--- src/rtl/gpio_bank.sv ---
module gpio_bank #(
  parameter int NPINS = 32,
  parameter int AW    = 8
) (
  input  logic             clk,
  input  logic             rst_n,
  input  logic             bus_wr,
  input  logic [AW-1:0]    bus_addr,
  input  logic [31:0]      bus_wdata,
  output logic [31:0]      bus_rdata,
  input  logic [NPINS-1:0] pin_in,
  output logic [NPINS-1:0] pin_out,
  output logic [NPINS-1:0] pin_oe,
  output logic [NPINS-1:0] pin_irq
);
  localparam int KINDS = 4;
  localparam logic [AW-1:0] A_LVL  = AW'('h00);
  localparam logic [AW-1:0] A_IEN  = AW'('h04);
  localparam logic [AW-1:0] A_OEN  = AW'('h08);
  localparam logic [AW-1:0] A_OVAL = AW'('h0C);
  localparam logic [AW-1:0] A_FLIP = AW'('h40);
  localparam logic [AW-1:0] EN_OFF [KINDS] = '{AW'('h18), AW'('h20), AW'('h28), AW'('h30)};

  logic [NPINS-1:0] meta_q, sync_q, prev_q;
  logic [NPINS-1:0] in_en_q, out_en_q, out_val_q, flip_q;
  logic [KINDS-1:0][NPINS-1:0] ie_q, ip_q, hit;
  logic [NPINS-1:0] wd;

  assign wd = bus_wdata[NPINS-1:0];

  always_ff @(posedge clk) begin
    if (!rst_n) begin
      meta_q <= '0;
      sync_q <= '0;
      prev_q <= '0;
    end else begin
      meta_q <= pin_in;
      sync_q <= meta_q;
      prev_q <= sync_q;
    end
  end

  always_ff @(posedge clk) begin
    if (!rst_n) begin
      in_en_q   <= '0;
      out_en_q  <= '0;
      out_val_q <= '0;
      flip_q    <= '0;
    end else if (bus_wr) begin
      if (bus_addr == A_IEN)  in_en_q   <= wd;
      if (bus_addr == A_OEN)  out_en_q  <= wd;
      if (bus_addr == A_OVAL) out_val_q <= wd;
      if (bus_addr == A_FLIP) flip_q    <= wd;
    end
  end

  assign hit[0] = sync_q & ~prev_q;
  assign hit[1] = ~sync_q & prev_q;
  assign hit[2] = sync_q;
  assign hit[3] = ~sync_q;

  for (genvar k = 0; k < KINDS; k++) begin : g_kind
    logic [NPINS-1:0] clr;
    assign clr = (bus_wr && bus_addr == EN_OFF[k] + AW'(4)) ? wd : '0;
    always_ff @(posedge clk) begin
      if (!rst_n) begin
        ie_q[k] <= '0;
        ip_q[k] <= '0;
      end else begin
        if (bus_wr && bus_addr == EN_OFF[k]) ie_q[k] <= wd;
        ip_q[k] <= (ip_q[k] & ~clr) | hit[k];
      end
    end
  end

  assign pin_irq = (ip_q[0] & ie_q[0]) | (ip_q[1] & ie_q[1])
                 | (ip_q[2] & ie_q[2]) | (ip_q[3] & ie_q[3]);
  assign pin_out = out_val_q ^ flip_q;
  assign pin_oe  = out_en_q;

  always_comb begin
    bus_rdata = '0;
    case (bus_addr)
      A_LVL:   bus_rdata[NPINS-1:0] = sync_q & in_en_q;
      A_IEN:   bus_rdata[NPINS-1:0] = in_en_q;
      A_OEN:   bus_rdata[NPINS-1:0] = out_en_q;
      A_OVAL:  bus_rdata[NPINS-1:0] = out_val_q;
      A_FLIP:  bus_rdata[NPINS-1:0] = flip_q;
      default: ;
    endcase
    for (int k = 0; k < KINDS; k++) begin
      if (bus_addr == EN_OFF[k])          bus_rdata[NPINS-1:0] = ie_q[k];
      if (bus_addr == EN_OFF[k] + AW'(4)) bus_rdata[NPINS-1:0] = ip_q[k];
    end
  end
endmodule

--- config.mk ---
export PLATFORM = sky130hd
export DESIGN_NAME = gpio_bank
export DESIGN_NICKNAME = d
export VERILOG_FILES = /design/src/rtl/gpio_bank.sv
export SDC_FILE = /design/constraint.sdc
export NUM_CORES = 1
export LEC_CHECK = 0
export ABC_CLOCK_PERIOD_IN_PS = 5100
export CAP_MARGIN = 10
export CORE_UTILIZATION = 35
export CTS_BUF_LIST = sky130_fd_sc_hd__clkbuf_4
export DETAILED_ROUTE_END_ITERATION = 12
export MAX_ROUTING_LAYER = met4
export SETUP_SLACK_MARGIN = 0.05
export SYNTH_ARGS = -nofsm -noshare
export SYNTH_HDL_FRONTEND = slang
export SYNTH_SLANG_ARGS = --single-unit
--- constraint.sdc ---
create_clock -name clk -period 5.1 [get_ports clk]
set_clock_uncertainty 0.2 [all_clocks]
set_input_delay 1.02 -clock clk [delete_from_list [all_inputs] [get_ports clk]]
set_output_delay 1.02 -clock clk [all_outputs]
set_load 0.1 [all_outputs]
After elaboration in Yosys (flattened, before gate mapping)
Index checks and enable logic that the tools add are counted.

Bits in registers: 480. Latch bits: 0. Bits in writable memories: 0. ROM bits: 0. Output and inout port bits: 128. Memories: 0.

Add/subtract/negate cells: 0. $mul: 0. Div/mod/pow operators: 0. Order comparisons: 0. Equality and inequality tests: 12. Shift-type cells: 0. Muxes and demuxes: 13. Bitwise logic cells: 25. Reductions and logical operators: 13.

Operators by type and width (count): two-way mux 32 bit (12); AND 32 bit (11); OR 32 bit (7); inverter 32 bit (6); one-hot mux 32 bit (5 select lines) (1); == test 8 x 6 -> 1 bit (second input constant) (6); XOR 32 bit (1); == test 8 x 4 -> 1 bit (second input constant) (2); == test 8 x 5 -> 1 bit (second input constant) (2); == test 8 x 3 -> 1 bit (second input constant) (1); == test 8 x 7 -> 1 bit (second input constant) (1); logical AND 1 bit (8); zero test 8 bit (1); AND reduction 2 bit (4).

Logic depth before layout (Yosys ltp)
Gate-level depths: netlist of run 1.

Depth in word-level cells: 10. Mapped depth: 9. Depth with buffers taken out: 5.

Least setup slack after synthesis of run 1
No wires, ideal clock.

Kind: input port to output port. Start: in bus_addr[0]. End: out bus_rdata[3]. Arrival: 4.602 ns. Slack: -0.722 ns. Stages on the path: 7. Cell sequence: buf_4 or4b_1 buf_4 a2111oi_1 a31oi_1 o211a_1 o31ai_1.

Word-level cells in the longest chain between the ends: 10. Elaborated cells on any way between the ends: 22. Those cells by class: 12 x eq/ne; 9 x mux; 1 x reduce/logical.

Ends and longest elaborated chain: from (decl) (RTL line 8) `input logic [AW-1:0] bus_addr,`; == test 8 x 7 -> 1 bit (tied with other cells) (RTL line 83) `case (bus_addr)`; one-hot mux 32 bit (5 select lines) (RTL line 83); two-way mux 32 bit (RTL line 92) `if (bus_addr == EN_OFF[k]) bus_rdata[NPINS-1:0] = ie_q[k];`; two-way mux 32 bit (RTL line 93) `if (bus_addr == EN_OFF[k] + AW'(4)) bus_rdata[NPINS-1:0] = ip_q[k];`; two-way mux 32 bit (RTL line 92); two-way mux 32 bit (RTL line 93); two-way mux 32 bit (RTL line 92); two-way mux 32 bit (RTL line 93); two-way mux 32 bit (RTL line 92); two-way mux 32 bit (*) (RTL line 93); to (decl) (RTL line 10) `output logic [31:0] bus_rdata,`.

Every way passes the cells marked *; elsewhere a longest branch is shown, timed or not.

Worst setup path in the final report of run 1
Start: in bus_addr[7]. End: out bus_rdata[4].

Same word-level chain as after synthesis.

==> results of run 1 <==
-- registers in the layout, summed over array words and instances, names as in the netlist --
signal,count
out_val_q,32
meta_q,32
pin_oe,32
flip_q,32
ip_q,128
prev_q,32
sync_q,32
ie_q,128
in_en_q,32
-- report_power, final --
group / leakage [nW] / switching (mW) / total (mW) / internal (mW)
Sequential: 3.91 / 0.0730 / 3.91 / 3.83
Clock: 1.08 / 1.71 / 3.82 / 2.11
Combinational: 5.16 / 0.352 / 0.585 / 0.232
Total: 10.1 / 2.14 / 8.31 / 6.17
-- placed cells by master (no fill, tap or decap), drive strengths merged, types with 6 or more instances in the layout --
master	count
and3	18
clkdlybuf4s50	165
a21o	11
a32oi	13
nand2	731
mux2i	13
nor3	27
a21oi	148
o31ai	7
nand3	57
or2	13
mux2	7
o21ai	52
clkinv	14
a31oi	9
o2bb2ai	10
nor2	42
a21boi	288
dfxtp	480
a22o	18
a22oi	94
xor2	32
o211ai	13
and2	100
clkbuf	215
o221ai	30
a222oi	11
buf	197
nor2b	169
a2111oi	8
a221oi	6
o22ai	28
-- logic make-up (layout without fill, tap and decap cells) --
kind of cell           after synthesis  in the layout  synth area share, %
AND/OR/NAND/NOR                   1185           1185                 24.9
flip-flops                         480            480                 43.5
XOR/XNOR                            32             32                 1.27
buffers and inverters              239            604                 4.44
AO/OA/AOI/OAI                      777            777                 24.8
multiplexers                        21             21                 1.05
other                                0              5                    0
-- metal layers --
layer | up-vias | track usage (%) | wire length (um)
met1 | 10800 | 38.0 | 39500
met3 | 233 | 6.79 | 8640
li1 | 10000 | - | -
met2 | 1268 | 46.0 | 43300
met4 | 0 | 12.7 | 3450
met5 | - | - | 0
-- cell type report --
class,instances,area (um2),area share (%)
clock buffers,215,1610,5.78
repair buffers,363,3750,13.4
clock inverters,24,218,0.780
inverters,2,7.51,0.0269
flip-flops and latches,480,9610,34.4
multi-input cells,2015,11700,41.8
well taps,837,1050,3.75
diodes,5,12.5,0.0448
-- per-stage QoR --
step | hold slack [ns] | util (%) | instance area, um2 | TNS (ns) | setup slack [ns]
2_1_floorplan | 0.212 | - | 22200 | -0.0485 | -0.0485
3_3_place_gp | 0.215 | 42.0 | 26100 | 0 | 0.0735
3_5_place_dp | 0.217 | 42.0 | 26100 | 0 | 0.107
4_1_cts | 0.221 | 45.0 | 27900 | 0 | 0.0867
5_1_grt | 0.240 | 45.0 | 27900 | 0 | 0.0497
6_report | 0.218 | 45.0 | 27900 | 0 | 0.0957
-- synth_stat cells, drive strengths merged (6+ instances only) --
cell,instances
buf,63
a221oi,6
o221ai,30
a31oi,9
and2,100
o2bb2ai,10
o211ai,13
and3,18
o31ai,7
mux2,7
a21boi,288
a21o,11
a32oi,13
nand2,731
a22oi,94
dfxtp,480
nor3,27
clkbuf,174
a22o,18
nor2b,169
o22ai,28
mux2i,13
or2,13
a2111oi,8
a222oi,11
a21oi,148
o21ai,52
nand3,57
nor2,42
xor2,32
-- critical path, stage by stage --
cell	delay (ns)
clkdlybuf4s50_1	0.44
buf_4	0.20
or4b_1	0.74
buf_4	0.25
a21oi_1	0.24
nor3_1	0.11
a211oi_1	0.34
o21ai_1	0.12
buf_4	0.16
buf_12	0.16
-- repair_timing --
item,4_1_cts,5_1_grt
endpoints found under the hold margin,0,0
endpoints found under the setup margin,0,5
resized for setup,0,3
-- worst paths after layout --
kind / slack, ns / end / cells past startpoint / from
min: 0.22 / sync_q[12] / 1 / meta_q[12]
max reg2reg: 3.98 / ip_q[30] / 3 / sync_q[30]
max: 0.1 / bus_rdata[4] / 10 / bus_addr[7]
min reg2reg: 0.22 / sync_q[12] / 1 / meta_q[12]
==> results.sh, run 1 <==
export IMPL_synth_area_leader_cell="dfxtp_1"
export IMPL_layout_drive_gt1_share_pct=15.9
export IMPL_synth_flop_cell="dfxtp_1"
export IMPL_synth_top_cell_area_share_pct=43.5
export IMPL_synth_seq_area_share_pct=43.5
export IMPL_hold_buffers=0
export IMPL_first_pass_iters=6
export IMPL_core_area_um2=62100
export IMPL_worstMarginPinSlew_ns=1.00
export IMPL_grt_max_degree=156
export IMPL_period_share_pct=98.1
export IMPL_leakagePower_nw=10.1
export IMPL_dp_cells=3697
export IMPL_drc=0
export IMPL_total_power_mw=8.31
export IMPL_clock_latency_ns=0.97
export IMPL_dieArea_um2=64100
export IMPL_cp_arrival_ns=3.78
export IMPL_cts_max_level=4
export IMPL_start_util_pct=35.6
export IMPL_avgViaCountPerCell=5.65
export IMPL_ant_nets=0
export IMPL_max_cap_viol_count=0
export IMPL_clockRootBuffer="clkbuf_4"
export IMPL_hold_viol_final=0
export IMPL_antenna_found_initial=6
export IMPL_final_cells=3941
export IMPL_fp_row_count=91
export IMPL_rsz0062_at_grt="yes"
export IMPL_synth_warning_count=0
export IMPL_peakVddDrop_mv=0.172
export IMPL_cts_tree="done"
export IMPL_final_min_clock_period_ns=5.00
export IMPL_syn_mean_instance_area_um2=8.07
export IMPL_clock_sinks=480
export IMPL_maxSlewHeadroom_pct=32.8
export IMPL_grt_pass1_wl_mm=138
export IMPL_area_growth_pct=26.5
export IMPL_via_count=22300
export IMPL_synth_distinct_cells=75
export IMPL_cts_buffer_depth=3
export IMPL_cts_clk_slew_worst_paths_ns=0.06
export IMPL_cp_data_required_time_ns=3.88
export IMPL_first_iter_violations=2426
export IMPL_synth_edf_count=0
export IMPL_pin_count=203
export IMPL_cts_setup_buffers=0
export IMPL_post_drt_wl_per_cell_um=24.1
export IMPL_hp_class="reg2reg"
export IMPL_start_kind="primary input"
export IMPL_grt_overflow=0
export IMPL_ys_ff_latch=480
export IMPL_synth_top_cells_by_area="dfxtp_1 44%, nand2_1 12%, a21boi_0 8.3%, nor2b_1 4.8%, a21oi_1 3.4%"
export IMPL_maxSlewViolCount=0
export IMPL_worstSetupPathType="in2out"
export IMPL_netlist_instances=2734
export IMPL_setup_viol=0
export IMPL_outcome="finished clean"
export IMPL_io_buffers=202
export IMPL_cts_buffers_inserted=136
export IMPL_end_kind="output pin"
export IMPL_async_reset_ff_share_pct=0
export IMPL_path_max_fanout=10
export IMPL_netlist_area_um2=22100
export IMPL_grt_pass1_vias=21400
export IMPL_gp_congestion=0.946
export IMPL_p_per_area_nw_per_um2=298
export IMPL_grtUsageTotal_pct=30.1
export IMPL_fin_nets=3073
export IMPL_die_w_um=253
export IMPL_max_freq_mhz=200
export IMPL_die_y_um=253
export IMPL_totalWireLength_mm=94.9
export IMPL_hpwl_mm=64.1
export IMPL_fillers=6104
export IMPL_synth_nets=2809
No activity file was read; power rests on OpenSTA's default activity.
==> inputs of run 2 (changes only) <==
ABC_CLOCK_PERIOD_IN_PS = 6500   (was 5100)
clock period = 6.5 ns   (was 5.1 ns; I/O delays follow)
==> run 2 against run 1 <==
Net effect:
- wire length down 0.64%
- via count down 0.84%
- combinational power shrank 25%
- utilization down 1.5 points
- cell area fell by 3.2%
- clock power is 25% lower
- critical path type unchanged
- largest cell class unchanged
- largest power group unchanged
- highest routed layer unchanged
==> results.sh, run 2 (synthesis gave the netlist of run 1 again) <==
export IMPL_end_kind="output pin"
export IMPL_fillers=6101
export IMPL_rsz0062_at_grt="no"
export IMPL_clock_latency_ns=1.01
export IMPL_wl_met3_mm=10.6
export IMPL_maxSlewViolCount=0
export IMPL_die_w_um=253
export IMPL_clock_sinks=480
export IMPL_final_min_clock_period_ns=6.29
export IMPL_hp_class="reg2reg"
export IMPL_fin_nets=3003
export IMPL_cts_setup_buffers=0
export IMPL_io_buffers=202
export IMPL_pin_count=203
export IMPL_antenna_found_initial=4
export IMPL_p_per_area_nw_per_um2=236
export IMPL_cts_resized=0
export IMPL_drc=0
export IMPL_totalWireLength_mm=94.3
export IMPL_total_power_mw=6.37
export IMPL_grtUsageTotal_pct=29.9
export IMPL_largestRegisters="ie_q (128), ip_q (128)"
export IMPL_hold_buffers=0
export IMPL_hold_viol_final=0
export IMPL_mostFrequentLayoutCells="731 x nand2_1, 480 x dfxtp_1, 244 x a21boi_0, 199 x clkbuf_4, 169 x nor2b_1"
export IMPL_outcome="finished clean"
export IMPL_area_growth_pct=22.4
export IMPL_core_area_um2=62100
export IMPL_worstSetupPathType="in2out"
export IMPL_worstMarginPinSlew_ns=1.12
export IMPL_layout_drive_gt1_share_pct=12.8
export IMPL_dp_cells=3629
export IMPL_hpwl_mm=61.0
export IMPL_fp_row_count=91
export IMPL_first_pass_iters=8
export IMPL_period_share_pct=96.8
export IMPL_grt_max_degree=202
export IMPL_maxUsedRoutingLayer="met4"
export IMPL_layout_commonest_cell="nand2_1"
export IMPL_cts_buffers_inserted=134
export IMPL_grt_pass1_wl_mm=137
export IMPL_cts_clk_slew_worst_paths_ns=0.06
export IMPL_peakVddDrop_mv=0.142
export IMPL_met1Wirelength_mm=37.7
export IMPL_start_util_pct=35.6
export IMPL_tns_ns=0
export IMPL_grt_overflow=0
export IMPL_grt_pass1_vias=21000
export IMPL_cp_arrival_ns=4.79
export IMPL_setup_viol=0
export IMPL_max_freq_mhz=159
export IMPL_cts_tree="done"
export IMPL_cp_data_required_time_ns=5.00
export IMPL_via_count=22100
export IMPL_post_drt_wl_per_cell_um=24.4
export IMPL_first_iter_violations=2669
export IMPL_ant_nets=0
export IMPL_dr_wl_met2_mm=41.3
export IMPL_cts_buffer_depth=3
export IMPL_path_max_fanout=11
export IMPL_leakagePower_nw=9.65
export IMPL_final_cells=3865
export IMPL_die_y_um=253
export IMPL_cts_max_level=4
export IMPL_clockRootBuffer="clkbuf_4"
export IMPL_start_kind="primary input"
export IMPL_max_cap_viol_count=0
export IMPL_dieArea_um2=64100
export IMPL_maxSlewHeadroom_pct=25.0
export IMPL_avgViaCountPerCell=5.71
export IMPL_gp_congestion=1.01
[run 2: cell count changes in the layout (fill, tap and decap cells not counted), moves of 2 or more]
cell        change
o31ai_2         -7
clkinvlp_4      +2
a21oi_1         +4
clkinv_1        +9
buf_12         -14
a22oi_2        -10
a22oi_1        +10
o31ai_1         +7
clkbuf_4       -16
buf_4          -54
o21ai_1         -3
a21oi_2         -4
diode_2         -2
o21ai_0         +3
[run 2: layout make-up]
cell class                      instances  area [um2]  area share (%)
Multi-Input combinational cell       2015       11600            42.8
Sequential cell                       480        9610            35.6
Timing Repair Buffer                  295        3060            11.3
Clock buffer                          199        1490            5.53
Tap cell                              837        1050            3.88
Clock inverter                         34         236           0.875
Inverter                                2        7.51          0.0278
Antenna cell                            3        7.51          0.0278
[run 2: per-stage QoR]
stage / setup WS, ns / hold WS (ns) / cell area (um2) / util [%]
2_1_floorplan: 0.118 / 0.212 / 22100 / -
6_report: 0.209 / 0.198 / 27000 / 43.5
5_1_grt: 0.199 / 0.207 / 27000 / 43.5
3_3_place_gp: 0.442 / 0.214 / 25300 / 40.7
3_5_place_dp: 0.410 / 0.218 / 25300 / 40.7
4_1_cts: 0.374 / 0.210 / 27000 / 43.5
[run 2: routing by layer]
metal / global-route usage [%] / vias up
li1: - / 9863
met1: 37.6 / 10500
met2: 44.1 / 1425
met3: 7.44 / 311
met4: 15.7 / 0
met5: - / -
[run 2: worst paths after layout]
kind / startpoint / end / slack [ns] / depth (start not counted)
max reg2reg: sync_q[29] / ip_q[29] / 5.35 / 3
min: meta_q[10] / sync_q[10] / 0.20 / 1
max: bus_addr[7] / bus_rdata[22] / 0.21 / 7
min reg2reg: meta_q[10] / sync_q[10] / 0.20 / 1
[run 2: power breakdown]
part | internal, mW | switching, mW | leakage [nW] | total (mW)
Combinational | 0.166 | 0.270 | 4.73 | 0.436
Clock | 1.52 | 1.35 | 1.01 | 2.87
Sequential | 3.01 | 0.0613 | 3.91 | 3.07
Total | 4.69 | 1.68 | 9.65 | 6.37
[run 2: worst max-delay path, stage by stage]
cell             delay, ns
clkdlybuf4s50_1       0.88
or4b_1                0.57
o22a_1                0.84
o221ai_1              0.29
a22o_1                0.30
a22oi_1               0.37
buf_12                0.24
